<file path="src/rtl/irqc_pkg.sv">
package irqc_pkg;
   localparam int NUM_VEC = 5;
   localparam int VEC_W   = 3;
   localparam int CFG_W   = 5;

   localparam logic [VEC_W-1:0] VEC_NMI   = 3'd0;
   localparam logic [VEC_W-1:0] VEC_PORTA = 3'd1;
   localparam logic [VEC_W-1:0] VEC_PORTB = 3'd2;
   localparam logic [VEC_W-1:0] VEC_TIMER = 3'd3;
   localparam logic [VEC_W-1:0] VEC_ADC   = 3'd4;

   // bit 0 is gie, bit 4 is adc_en
   typedef struct packed {
      logic adc_en;
      logic tmr_en;
      logic pb_edge;
      logic pa_edge;
      logic gie;
   } irq_cfg_t;
endpackage

</file>
<file path="src/rtl/irqc_sync.sv">
module irqc_sync #(
   parameter int   W       = 1,
   parameter int   STAGES  = 2,
   parameter logic RST_VAL = 1'b1
)(
   input  logic         clk,
   input  logic         rst_n,
   input  logic [W-1:0] d,
   output logic [W-1:0] q
);
   localparam int CHAIN_W = W * STAGES;

   generate
      if (STAGES < 2) begin : g_bad_stages
         $error("irqc_sync: STAGES must be at least 2");
      end
      if (W < 1) begin : g_bad_width
         $error("irqc_sync: W must be at least 1");
      end
   endgenerate

   logic [CHAIN_W-1:0] chain;

   generate
      if (STAGES == 1) begin : g_single
         always_ff @(posedge clk or negedge rst_n) begin
            if (!rst_n) chain <= {CHAIN_W{RST_VAL}};
            else        chain <= d;
         end
      end else begin : g_multi
         always_ff @(posedge clk or negedge rst_n) begin
            if (!rst_n) chain <= {CHAIN_W{RST_VAL}};
            else        chain <= {chain[CHAIN_W-W-1:0], d};
         end
      end
   endgenerate

   assign q = chain[CHAIN_W-1 -: W];
endmodule

</file>
<file path="src/rtl/irqc_port_group.sv">
module irqc_port_group #(
   parameter int W      = 3,
   parameter int STAGES = 2
)(
   input  logic         clk,
   input  logic         rst_n,
   input  logic [W-1:0] pins,
   input  logic         edge_mode,
   input  logic         clr,
   output logic         pend
);
   logic [W-1:0] pin_s;
   logic [W-1:0] pin_prev;
   logic         evt;

   irqc_sync #(.W(W), .STAGES(STAGES), .RST_VAL(1'b1)) u_sync (
      .clk   (clk),
      .rst_n (rst_n),
      .d     (pins),
      .q     (pin_s)
   );

   always_ff @(posedge clk or negedge rst_n) begin
      if (!rst_n) pin_prev <= '1;
      else        pin_prev <= pin_s;
   end

   // falling edge on any pin, or any pin low
   assign evt = edge_mode ? |(pin_prev & ~pin_s) : |(~pin_s);

   // a new event outranks the clearing acknowledge
   always_ff @(posedge clk or negedge rst_n) begin
      if (!rst_n)   pend <= 1'b0;
      else if (evt) pend <= 1'b1;
      else if (clr) pend <= 1'b0;
   end
endmodule

</file>
<file path="src/rtl/irqc_prio.sv">
module irqc_prio #(
   parameter int N = 5
)(
   input  logic [N-1:0]         req,
   output logic                 any,
   output logic [$clog2(N)-1:0] idx
);
   localparam int IDX_W = $clog2(N);

   generate
      if (N < 2) begin : g_bad_n
         $error("irqc_prio: N must be at least 2");
      end
   endgenerate

   assign any = |req;

   always_comb begin
      idx = '0;
      for (int i = N - 1; i >= 0; i--) begin
         if (req[i]) idx = IDX_W'(i);
      end
   end
endmodule

</file>
<file path="src/rtl/irq_vector_ctrl.sv">
module irq_vector_ctrl
   import irqc_pkg::*;
#(
   parameter int          PA_W        = 3,
   parameter int          PB_W        = 6,
   parameter int          SYNC_STAGES = 2,
   parameter int          ADDR_W      = 12,
   parameter int unsigned VEC_BASE    = 32'hFF0,
   parameter int unsigned VEC_STEP    = 2
)(
   input  logic              clk,
   input  logic              rst_n,
   input  logic              cfg_wr,
   input  logic [CFG_W-1:0]  cfg_wdata,
   output logic [CFG_W-1:0]  cfg_rdata,
   input  logic              nmi_n,
   input  logic [PA_W-1:0]   pa_pins,
   input  logic [PB_W-1:0]   pb_pins,
   input  logic              tmr_zero,
   input  logic              adc_eoc,
   output logic              irq_req,
   output logic [VEC_W-1:0]  irq_vec,
   output logic [ADDR_W-1:0] irq_addr,
   input  logic              irq_ack,
   input  logic              nmi_done,
   output logic              wake
);
   localparam int unsigned TOP_ADDR = VEC_BASE + VEC_STEP * (NUM_VEC - 1);
   localparam int unsigned ADDR_LIM = 32'd1 << ADDR_W;

   generate
      if (ADDR_W < 4 || ADDR_W > 30) begin : g_bad_aw
         $error("irq_vector_ctrl: ADDR_W out of range");
      end
      if (TOP_ADDR >= ADDR_LIM) begin : g_bad_map
         $error("irq_vector_ctrl: vector table does not fit ADDR_W");
      end
      if (PA_W < 1 || PB_W < 1) begin : g_bad_pins
         $error("irq_vector_ctrl: pin groups need at least one pin");
      end
   endgenerate

   irq_cfg_t             cfg_q;
   logic                 req_q;
   logic [VEC_W-1:0]     vec_q;
   logic [ADDR_W-1:0]    addr_q;
   logic                 ack_fire;
   logic [NUM_VEC-1:0]   clr;
   logic [NUM_VEC-1:0]   serv;
   logic                 serv_any;
   logic [VEC_W-1:0]     serv_idx;
   logic                 nmi_s, nmi_prev, nmi_lat, nmi_busy;
   logic                 pa_pend, pb_pend;

   // configuration register
   always_ff @(posedge clk or negedge rst_n) begin
      if (!rst_n)      cfg_q <= '0;
      else if (cfg_wr) cfg_q <= irq_cfg_t'(cfg_wdata);
   end
   assign cfg_rdata = cfg_q;

   assign ack_fire = req_q & irq_ack;

   generate
      for (genvar v = 0; v < NUM_VEC; v++) begin : g_clr
         assign clr[v] = ack_fire && (vec_q == VEC_W'(v));
      end
   endgenerate

   // non-maskable source
   irqc_sync #(.W(1), .STAGES(SYNC_STAGES), .RST_VAL(1'b1)) u_nmi_sync (
      .clk   (clk),
      .rst_n (rst_n),
      .d     (nmi_n),
      .q     (nmi_s)
   );

   always_ff @(posedge clk or negedge rst_n) begin
      if (!rst_n) begin
         nmi_prev <= 1'b1;
         nmi_lat  <= 1'b0;
         nmi_busy <= 1'b0;
      end else begin
         nmi_prev <= nmi_s;
         if (nmi_prev && !nmi_s)  nmi_lat <= 1'b1;
         else if (clr[VEC_NMI])   nmi_lat <= 1'b0;
         if (clr[VEC_NMI])        nmi_busy <= 1'b1;
         else if (nmi_done)       nmi_busy <= 1'b0;
      end
   end

   // port groups
   irqc_port_group #(.W(PA_W), .STAGES(SYNC_STAGES)) u_grp_a (
      .clk       (clk),
      .rst_n     (rst_n),
      .pins      (pa_pins),
      .edge_mode (cfg_q.pa_edge),
      .clr       (clr[VEC_PORTA]),
      .pend      (pa_pend)
   );

   irqc_port_group #(.W(PB_W), .STAGES(SYNC_STAGES)) u_grp_b (
      .clk       (clk),
      .rst_n     (rst_n),
      .pins      (pb_pins),
      .edge_mode (cfg_q.pb_edge),
      .clr       (clr[VEC_PORTB]),
      .pend      (pb_pend)
   );

   // serviceable set and selection
   assign serv[VEC_NMI]   = nmi_lat & ~nmi_busy;
   assign serv[VEC_PORTA] = cfg_q.gie & pa_pend;
   assign serv[VEC_PORTB] = cfg_q.gie & pb_pend;
   assign serv[VEC_TIMER] = cfg_q.gie & cfg_q.tmr_en & tmr_zero;
   assign serv[VEC_ADC]   = cfg_q.gie & cfg_q.adc_en & adc_eoc;

   irqc_prio #(.N(NUM_VEC)) u_prio (
      .req (serv),
      .any (serv_any),
      .idx (serv_idx)
   );

   always_ff @(posedge clk or negedge rst_n) begin
      if (!rst_n) begin
         req_q  <= 1'b0;
         vec_q  <= '0;
         addr_q <= '0;
      end else if (!req_q) begin
         if (serv_any) begin
            req_q  <= 1'b1;
            vec_q  <= serv_idx;
            addr_q <= ADDR_W'(VEC_BASE + VEC_STEP * 32'(serv_idx));
         end
      end else if (irq_ack) begin
         req_q <= 1'b0;
      end
   end

   assign irq_req  = req_q;
   assign irq_vec  = vec_q;
   assign irq_addr = addr_q;

   assign wake = (nmi_lat & ~nmi_busy) | pa_pend | pb_pend
               | (cfg_q.tmr_en & tmr_zero) | (cfg_q.adc_en & adc_eoc);
endmodule

</file>
<file path="config.mk">
export PLATFORM = sky130hd
export DESIGN_NAME = irq_vector_ctrl
export DESIGN_NICKNAME = d
export VERILOG_FILES = /design/src/rtl/irqc_pkg.sv /design/src/rtl/irqc_sync.sv /design/src/rtl/irqc_port_group.sv /design/src/rtl/irqc_prio.sv /design/src/rtl/irq_vector_ctrl.sv
export SDC_FILE = /design/constraint.sdc
export NUM_CORES = 1
export LEC_CHECK = 0
export BUFFER_PORTS_ARGS = -buffer_cell sky130_fd_sc_hd__buf_2
export CORE_UTILIZATION = 48
export CTS_BUF_LIST = sky130_fd_sc_hd__clkbuf_4
export DETAILED_ROUTE_END_ITERATION = 6
export MAX_ROUTING_LAYER = met4
export PLACE_DENSITY = 0.83
export SLEW_MARGIN = 30
export SYNTH_ARGS = -nofsm -noshare
export SYNTH_HDL_FRONTEND = slang
export SYNTH_SLANG_ARGS = --single-unit
</file>
<file path="constraint.sdc">
create_clock -name clk -period 1.2 [get_ports clk]
set_input_delay 0.24 -clock clk [delete_from_list [all_inputs] [get_ports clk]]
set_output_delay 0.24 -clock clk [all_outputs]
set_load 0.05 [all_outputs]
</file>
# [Yosys cells after proc, flatten, opt, wreduce, memory -nomap -nowiden]
# Cells that the tools add are included.
[totals] reg_bits=55 inputBits=22
[op_classes] n_addsub=1 eq_ne=2 n_mux=18 n_bitwise=20 n_reduce_logical=16
[ops] cell="$mux W3" n=5
[ops] cell="$mux W1" n=13
[ops] cell="$add A12 B4 Y12 const A" n=1
[ops] cell="$reduce_or A6 Y1" n=2
[ops] cell="$and A1 B1 Y1" n=10
[ops] cell="$reduce_bool A2 Y1" n=4
[ops] cell="$and A6 B6 Y6" n=1
[ops] cell="$not A6 Y6" n=1
[ops] cell="$reduce_or A3 Y1" n=2
[ops] cell="$reduce_or A5 Y1" n=1
[ops] cell="$logic_and A1 B1 Y1" n=4
[ops] cell="$or A1 B1 Y1" n=4
[ops] cell="$and A3 B3 Y3" n=1
[ops] cell="$eq A3 B1 Y1 const B" n=1
[ops] cell="$eq A3 B2 Y1 const B" n=1
[ops] cell="$logic_not A3 Y1" n=1
[ops] cell="$not A3 Y3" n=1
[ops] cell="$not A1 Y1" n=2
[ops] cell="$reduce_and A2 Y1" n=1
[ops] cell="$logic_not A1 Y1" n=1

# [Depth between registers and ports, before layout]
# Gate-level depths: netlist of run 1.
[logic_depth] ltp_word=8 mapped_depth=4

# [By module]
# Synthesis of run 1 repeated with hierarchy kept, for this count alone.
[hier_totals] hier_cells=123 area_unflattened_um2=1716.6
[modules_own_cells] mod="irq_vector_ctrl" n_inst=1 cells_each=54 area_per_inst_um2=650.6
[modules_own_cells] mod="irqc_sync at u_grp_b.u_sync" n_inst=1 cells_each=18 area_per_inst_um2=360.3
[modules_own_cells] mod="irqc_port_group at u_grp_b" n_inst=1 cells_each=20 area_per_inst_um2=279.0
[modules_own_cells] mod="irqc_sync at u_grp_a.u_sync" n_inst=1 cells_each=9 area_per_inst_um2=180.2
[modules_own_cells] mod="irqc_port_group at u_grp_a" n_inst=1 cells_each=12 area_per_inst_um2=145.1
[modules_own_cells] mod="irqc_sync at u_nmi_sync" n_inst=1 cells_each=2 area_per_inst_um2=52.6
[modules_own_cells] mod="irqc_prio" n_inst=1 cells_each=8 area_per_inst_um2=48.8

# [Worst setup path after synthesis of run 1]
# No wires, ideal clock.
[synth_timing] kind="reg2out" start="register cfg_q (netlist bit cfg_rdata[3])" end="output wake" arrival_time_ps=1265 required_time_ps=960 path_slack_ps=-305 path_stages_with_launch=3 path_buffers=0 path_cell_list="dfrtp_1 -> a21oi_1 -> nand3_1"
[synth_via] elab_chain_cells=3
[synth_rtl] element="start: declaration" line_no="irq_vector_ctrl.sv:43" rtl="irq_cfg_t cfg_q;"
[synth_rtl] element="start signal: assignment" line_no="irq_vector_ctrl.sv:58" rtl="else if (cfg_wr) cfg_q <= irq_cfg_t'(cfg_wdata);"
[synth_rtl] element="$and A1 B1 Y1" line_no="irq_vector_ctrl.sv:145" rtl="| (cfg_q.tmr_en & tmr_zero) | (cfg_q.adc_en & adc_eoc);"
[synth_rtl] element="$or A1 B1 Y1 (2 in a row)" line_no="irq_vector_ctrl.sv:145"
[synth_rtl] element="end: declaration" line_no="irq_vector_ctrl.sv:26" rtl="output logic wake"
# No other way between the ends.

# [Worst setup path in the final report of run 1]
# Same ends and word-level chain as after synthesis.

==> results of run 1 <==
[flip-flops by register name (all words and copies together) (netlist names), 2 cells and up]
register and count:
u_grp_b.u_sync.chain 12, u_grp_a.u_sync.chain 6, u_grp_b.pin_prev 6, cfg_rdata 5
u_grp_a.pin_prev 3, irq_addr 2, irq_vec 2, u_nmi_sync.chain 2
[stage by stage]
stage | instance area [sq um] | instances | utilization, % | TNS (ns) | power (mW)
2_1_floorplan | 1615 | 113 | - | -0.3615 | 2.561
3_3_place_gp | 1863 | 195 | 60.04 | -0.1374 | 2.835
3_5_place_dp | 1863 | 195 | 60.04 | -0.2476 | 2.880
4_1_cts | 2255 | 223 | 72.66 | -2.080 | 3.949
5_1_grt | 2379 | 228 | 76.65 | -3.918 | 4.250
6_report | 2379 | 228 | 76.65 | -2.566 | 4.042
[layout make-up]
class,instances,area share (%)
Timing Repair Buffer,76,29.30
Sequential cell,44,48.29
Tap cell,44,2.315
Inverter,10,1.578
Clock buffer,7,2.209
Clock inverter,1,0.2104
Multi-Input combinational cell,46,16.10
[power groups by stage]
stage          clock [mW]  sequential [mW]  combinational (mW)
4_1_cts             0.734             1.82                1.40
2_1_floorplan           0             2.04               0.524
6_report            0.708             1.83                1.50
3_3_place_gp            0             1.82                1.01
5_1_grt             0.812             1.85                1.59
3_5_place_dp            0             1.84                1.04
[placed cells by master, fill, tap and decap left out, types with 2 or more instances in the layout]
cell,n
nand2_1,3
o21bai_1,3
dfstp_2,30
nand2b_1,2
mux2_2,4
inv_2,3
buf_6,17
buf_8,10
clkbuf_4,7
nor2_1,3
dfrtp_2,8
buf_2,21
dlygate4sd3_1,11
nand4_1,2
a21oi_1,2
dfrtp_1,6
inv_1,7
buf_4,16
nand2_2,2
a21oi_2,2
[worst max-delay path, stage by stage, from the launching register on]
cell and delay, ns:
dfrtp_2 0.44, a21oi_4 0.17, nand3_2 0.09, buf_6 0.16
[logic make-up after synthesis]
logic type             after synthesis  share of synthesized area, %
DFF                                 44                         71.60
and+or+nand+nor                     23                         8.969
buffers and inverters               23                         8.497
AOI/OAI and AO/OA                   17                         7.238
muxes                                5                         3.462
other                                1                        0.2358
[worst paths after layout]
kind / slack, ns / cells after the start / endpoint
worst max-delay path: -0.24 / 3 / wake
worst min-delay path: 0.05 / 2 / nmi_busy
worst max register to register: -0.20 / 4 / u_grp_b.pend
worst min register to register: 0.36 / 0 / u_grp_b.u_sync.chain[7]
max in group asynchronous: 0.56 / 3 / u_grp_b.u_sync.chain[6]
min in group asynchronous: 0.37 / 3 / nmi_lat
[routing by layer]
| metal | GRT usage [%] | wire (um) |
|---|---|---|
| met5 | - | 0 |
| met4 | 10.96 | 116 |
| met3 | 6.987 | 162 |
| met2 | 32.42 | 1586 |
| met1 | 30.07 | 1418 |
[what timing repair did]
action | 4_1_cts | 5_1_grt
pin swaps | 7 | 4
cloned | 0 | 0
setup buffers | 9 | 6
hold endpoints to repair | 24 | 0
resized for setup | 47 | 28
hold buffers | 11 | 0
setup endpoints to repair | 24 | 30
==> impl_results.md, run 1 <==
* H-tree depth at 2
* Most common cell in the netlist: dfstp_2
* Hold WS at roughly 0.052 ns
* CTS tree: done
* Sequential Power Share at about 45%
* Die area at 0.003547 sq mm
* RSZ-0062 raised after global routing: true
* Distinct cells, synth at 31
* Final Slew Violations at 0
* Critical path origin: cfg_rdata[3]
* Area occupied by multi-input gates at 382.9 sq um
* Fmax at 695.5 MHz
* Internal at 2.662 mW
* Drt total wl at around 3300 um
* Die Ht at roughly 60 um
* Power Density at 1699 mW/mm^2
* Gate Count Post-Synth at 113
* Synthesized area per cell at 14.07 sq um
* Asr flop ratio synth at 100.0%
* Logic pwr share at 37.2%
* Synth cell count leaders: 30 x dfstp_2, 14 x dfrtp_1, 13 x buf_4
* Final HPWL DP at a little under 2000 um
* Outcome: finished with violations
* CTS root buf: clkbuf_4
* Switch Pwr at ~1.4 mW
* FF+latch area at 0.001149 sq mm
* Element type at the critical path end: primary output
* Largest area contributor in the netlist: dfstp_2
* Reg2reg start: u_grp_b.u_sync.chain[9]
* Synth Register Bits at 44
* Core area at 0.003103 sq mm
* Initial antenna violation count at 0
* Syn nets at between 100 and 150
* Via density at 4.860
* Area growth, synth to finish at 49.57%
* # rows at 20
* Share of cells above drive strength 1 at 72.28%
* Share of power burned in the clock network at 17.5%
* Global-route wire length before repair at between 5000 and 6000 um
* Setup CP Type: reg -> out
* Hold Crit Start: nmi_done
* Worst setup margin at -0.2378 ns
* Seq/Total Area, Yosys at 71.60%
* CTS sink count at 44
* Synth top area cells: dfstp_2 50%, dfrtp_1 22%, buf_4 6.1%
* Crit Path Max Fanout at 2
* Cell Area, Synth at between 0.0015 and 0.002 sq mm
* Routed wire per std cell at 14.40 um
* Failing checks: negative setup slack
* Max clock buf depth at 2
* First-pass detailed-route iteration total at 4
* Clk Latency, worst-skew pair at 0.35 ns
* I/O Pins at 44
* # diodes at 0
* Synth top area share at 49.57%
* Final setup violation count at 28
* Fill cell count at 203
* Hold Path Class: in -> reg
* Initial Util at 51.25%
* VDD IR-drop max at ~1.1 mV
* Antenna-violating nets left at 0
* Ys Warns at 0
* Gr usage total at 22.85%
* Startpoint class of the critical path: register
* Die X at 59.56 um
* Minimum clock period at 1.438 ns
* Grt ovf at 0
* # port buffers at 42
* Switch share at approximately a third
* Pleak at 1.061 nW
* Initial drt markers at 27
* Post-synth EDFFs at 0
* Vias post-DR at roughly 1100
* Total CTS buffers at 5
* Vias in the first global route at between 1000 and 1500
* CP arrival at 1.20 ns
* Pin count of the biggest net entering global routing at 45
* Clock Skew at 0.007280 ns
* Fin. Hold Viols at 0
* Maxcap violations at 0
* Post-layout net count at 205
* Pre-CTS setup slack at -0.2021 ns
* Main synth FF type: dfstp_2
* Final period utilization at 119.8%
* Worst Path Required at ~0.96 ns
* Routability cong. at just under 0.9
* Remaining DRCs at 0
* Reg clk slew, reported paths at 0.12 ns
Note: power is estimated with default switching activity, not from simulation.
==> run 2, diff against run 1 <==
--- a/config.mk
+++ b/config.mk
@@ -5,7 +5,7 @@
 export SDC_FILE = /design/constraint.sdc
 export NUM_CORES = 1
 export LEC_CHECK = 0
-export BUFFER_PORTS_ARGS = -buffer_cell sky130_fd_sc_hd__buf_2
+export BUFFER_PORTS_ARGS = -buffer_cell sky130_fd_sc_hd__buf_4
 export CORE_UTILIZATION = 48
 export CTS_BUF_LIST = sky130_fd_sc_hd__clkbuf_4
 export DETAILED_ROUTE_END_ITERATION = 6
==> run 2 against run 1 <==
The flow still finishes with violations (negative setup slack); utilization increased by 3.6 points; clock power increased by 1%; flip-flop and latch count unchanged; die area unchanged; clock skew increased by 0.012 ns; routed wire length increased by 9.3%; final cell count increased by 0.88%; first-iteration DRC count increased by 22%; total power increased by 4.4%; global-route usage increased by 1.1 points; maximum frequency decreased by 1.1%; critical path depth unchanged.
==> impl_results.md, run 2 (synthesis results as in run 1) <==
* Outcome: finished with violations
* Failing checks: negative setup slack
* CP arrival at 1.21 ns
* Hold EP: nmi_busy
* Global-route wire length before repair at approximately 5700 um
* CTS sink count at 44
* Largest register FFs at 12
* Routability cong. at approximately 0.87
* Most frequent cells in the layout: 35 x buf_4, 30 x dfstp_2, 18 x buf_6
* Routed wire per std cell at 15.60 um
* Pin count of the biggest net entering global routing at between 40 and 50
* Final Slew Violations at 0
* Slew @ Worst Pin at 0.5231 ns
* Antenna-violating nets left at 0
* Die Ht at 59.56 um
* Worst setup margin at -0.2544 ns
* Pre-CTS setup slack at -0.1940 ns
* Die X at 59.56 um
* Pleak at around 1.1 nW
* Hold Crit Start: nmi_done
* Vias post-DR at between 1000 and 1500
* Post-route non-filler standard cell count at between 200 and 250
* Switch share at between 30% and 40%
* Registers with the most flip-flops: u_grp_b.u_sync.chain x12, u_grp_a.u_sync.chain x6, u_grp_b.pin_prev x6
* Share of cells above drive strength 1 at between 70% and 80%
* Initial antenna violation count at 0
* First-pass detailed-route iteration total at 4
* Setup CP Type: reg -> out
* Cells after DPL at 197
* Gr usage total at between 20% and 30%
* Hold Path Class: in -> reg
* Initial Util at 51.25%
* Cell family with most CP delay: flip-flops
* Sequential Power Share at between 40 and 50%
* Area growth, synth to finish at 56.65%
* Hold WS at between 0.03 and 0.04 ns
* Grt ovf at 0
* Final HPWL DP at around 2100 um
* Vias in the first global route at ~1200
* Final period utilization at 121.2%
* Internal at 2.712 mW
* Final Util at 80.28%
* Minimum clock period at 1.454 ns
* R2R cell count at 4
* # rows at 20
* Element type at the critical path end: primary output
* Fill cell count at ~170
* Slowest stage delay, CP at 0.45 ns
* CTS root buf: clkbuf_4
* Design Area, Final at between 0.002 and 0.0025 sq mm
* CP max-delay cell: dfrtp_2
* CTS tree: done
* VDD IR-drop max at 1.246 mV
* Initial drt markers at 33
* Hold Path Depth at 2
* Power Density at 1694 mW/mm^2
* I/O Pins at 44
* Via density at 5.004
* Critical path origin: cfg_rdata[3]
* # diodes at 0
* Fmax at 687.6 MHz
* Worst Path Required at between 0.9 and 1 ns
* Die area at 0.003547 sq mm
* Maxcap violations at 0
* Fin. Hold Viols at 0
* Final setup violation count at 26
* Reg2reg start: u_grp_b.u_sync.chain[8]
* Rel. slew slack at 65.12%
* Share of power burned in the clock network at 17.0%
* Commonest non-fill, non-tap cell in the layout: buf_4
* Switch Pwr at 1.508 mW
* RSZ-0062 raised after global routing: true
* Clk Latency, worst-skew pair at approximately 0.36 ns
* Max clock buf depth at 2
* Remaining DRCs at 0
* Core area at 0.003103 sq mm
* Drt total wl at 3589 um
* Logic pwr share at 39.6%
* CP Cell Sequence: a21oi_4 > nand3_2 > buf_6
* Register with the most flip-flops: u_grp_b.u_sync.chain
* Placed cell area at about 0.0020 sq mm
* Reg clk slew, reported paths at approximately 0.15 ns
* H-tree depth at 2
* R2r setup slk at -0.21 ns
* Clock Skew at 0.01886 ns
* Reg2Reg Capture Point: u_grp_b.pend
* Startpoint class of the critical path: register
* # port buffers at 42
* Total CTS buffers at 5
* WP buf/inv at 1
* Crit Path Max Fanout at 2
* Post-layout net count at approximately 210
-- run 2: power groups by stage --
stage	sequential, mW	combinational (mW)	clock (mW)
floorplan	2.04	0.524	0
global placement	1.82	1.13	0
detailed placement	1.84	1.18	0
CTS	1.83	1.48	0.709
global route	1.85	1.75	0.793
finish	1.83	1.67	0.717
-- run 2: how the worst max path moves through the flow --
stage | endpoint | cells after the start | slack, ns
5_1_grt | wake | 3 | -0.29
2_1_floorplan | nmi_lat | 3 | -0.12
6_report | wake | 3 | -0.25
3_3_place_gp | u_grp_b.pend | 4 | -0.12
3_5_place_dp | u_grp_b.pend | 4 | -0.19
4_1_cts | wake | 3 | -0.25
-- run 2: worst register-to-register path, cell delays in order, from the launching register on --
cell,delay [ns]
dfstp_2,0.56
inv_1,0.04
a222oi_1,0.31
o2111ai_1,0.18
a22o_1,0.24
-- run 2: cell type report --
type,count,area [sq um],area share (%)
Sequential cell,44,1149,46.11
Multi-Input combinational cell,46,409.1,16.42
Clock buffer,5,37.54,1.507
Inverter,10,37.54,1.507
Tap cell,44,55.05,2.210
Timing Repair Buffer,78,785.8,31.54
Clock inverter,3,17.52,0.7032
-- run 2: repair_timing --
action / in CTS / in global routing
gates resized for setup: 44 / 19
setup buffers: 13 / 2
hold buffers: 11 / 0
setup endpoints to repair: 24 / 28
pin swaps: 8 / 2
endpoints found under the hold margin: 24 / 0
-- run 2: stage by stage --
step / TNS (ns) / total power, mW
2_1_floorplan: -0.3615 / 2.561
3_3_place_gp: -0.1296 / 2.958
3_5_place_dp: -0.2951 / 3.015
4_1_cts: -2.631 / 4.022
5_1_grt: -3.806 / 4.393
6_report: -2.964 / 4.220
-- run 2: metal layers --
| metal | GRT usage, % | routed length, um | part of all wire (%) | vias up |
|---|---|---|---|---|
| li1 | - | - | - | 513 |
| met1 | 28.34 | 1397 | 39 | 567 |
| met2 | 39.65 | 1910 | 53 | 57 |
| met3 | 4.367 | 175 | 4.9 | 14 |
| met4 | 11.30 | 106 | 3.0 | 0 |
| met5 | - | 0 | 0 | - |
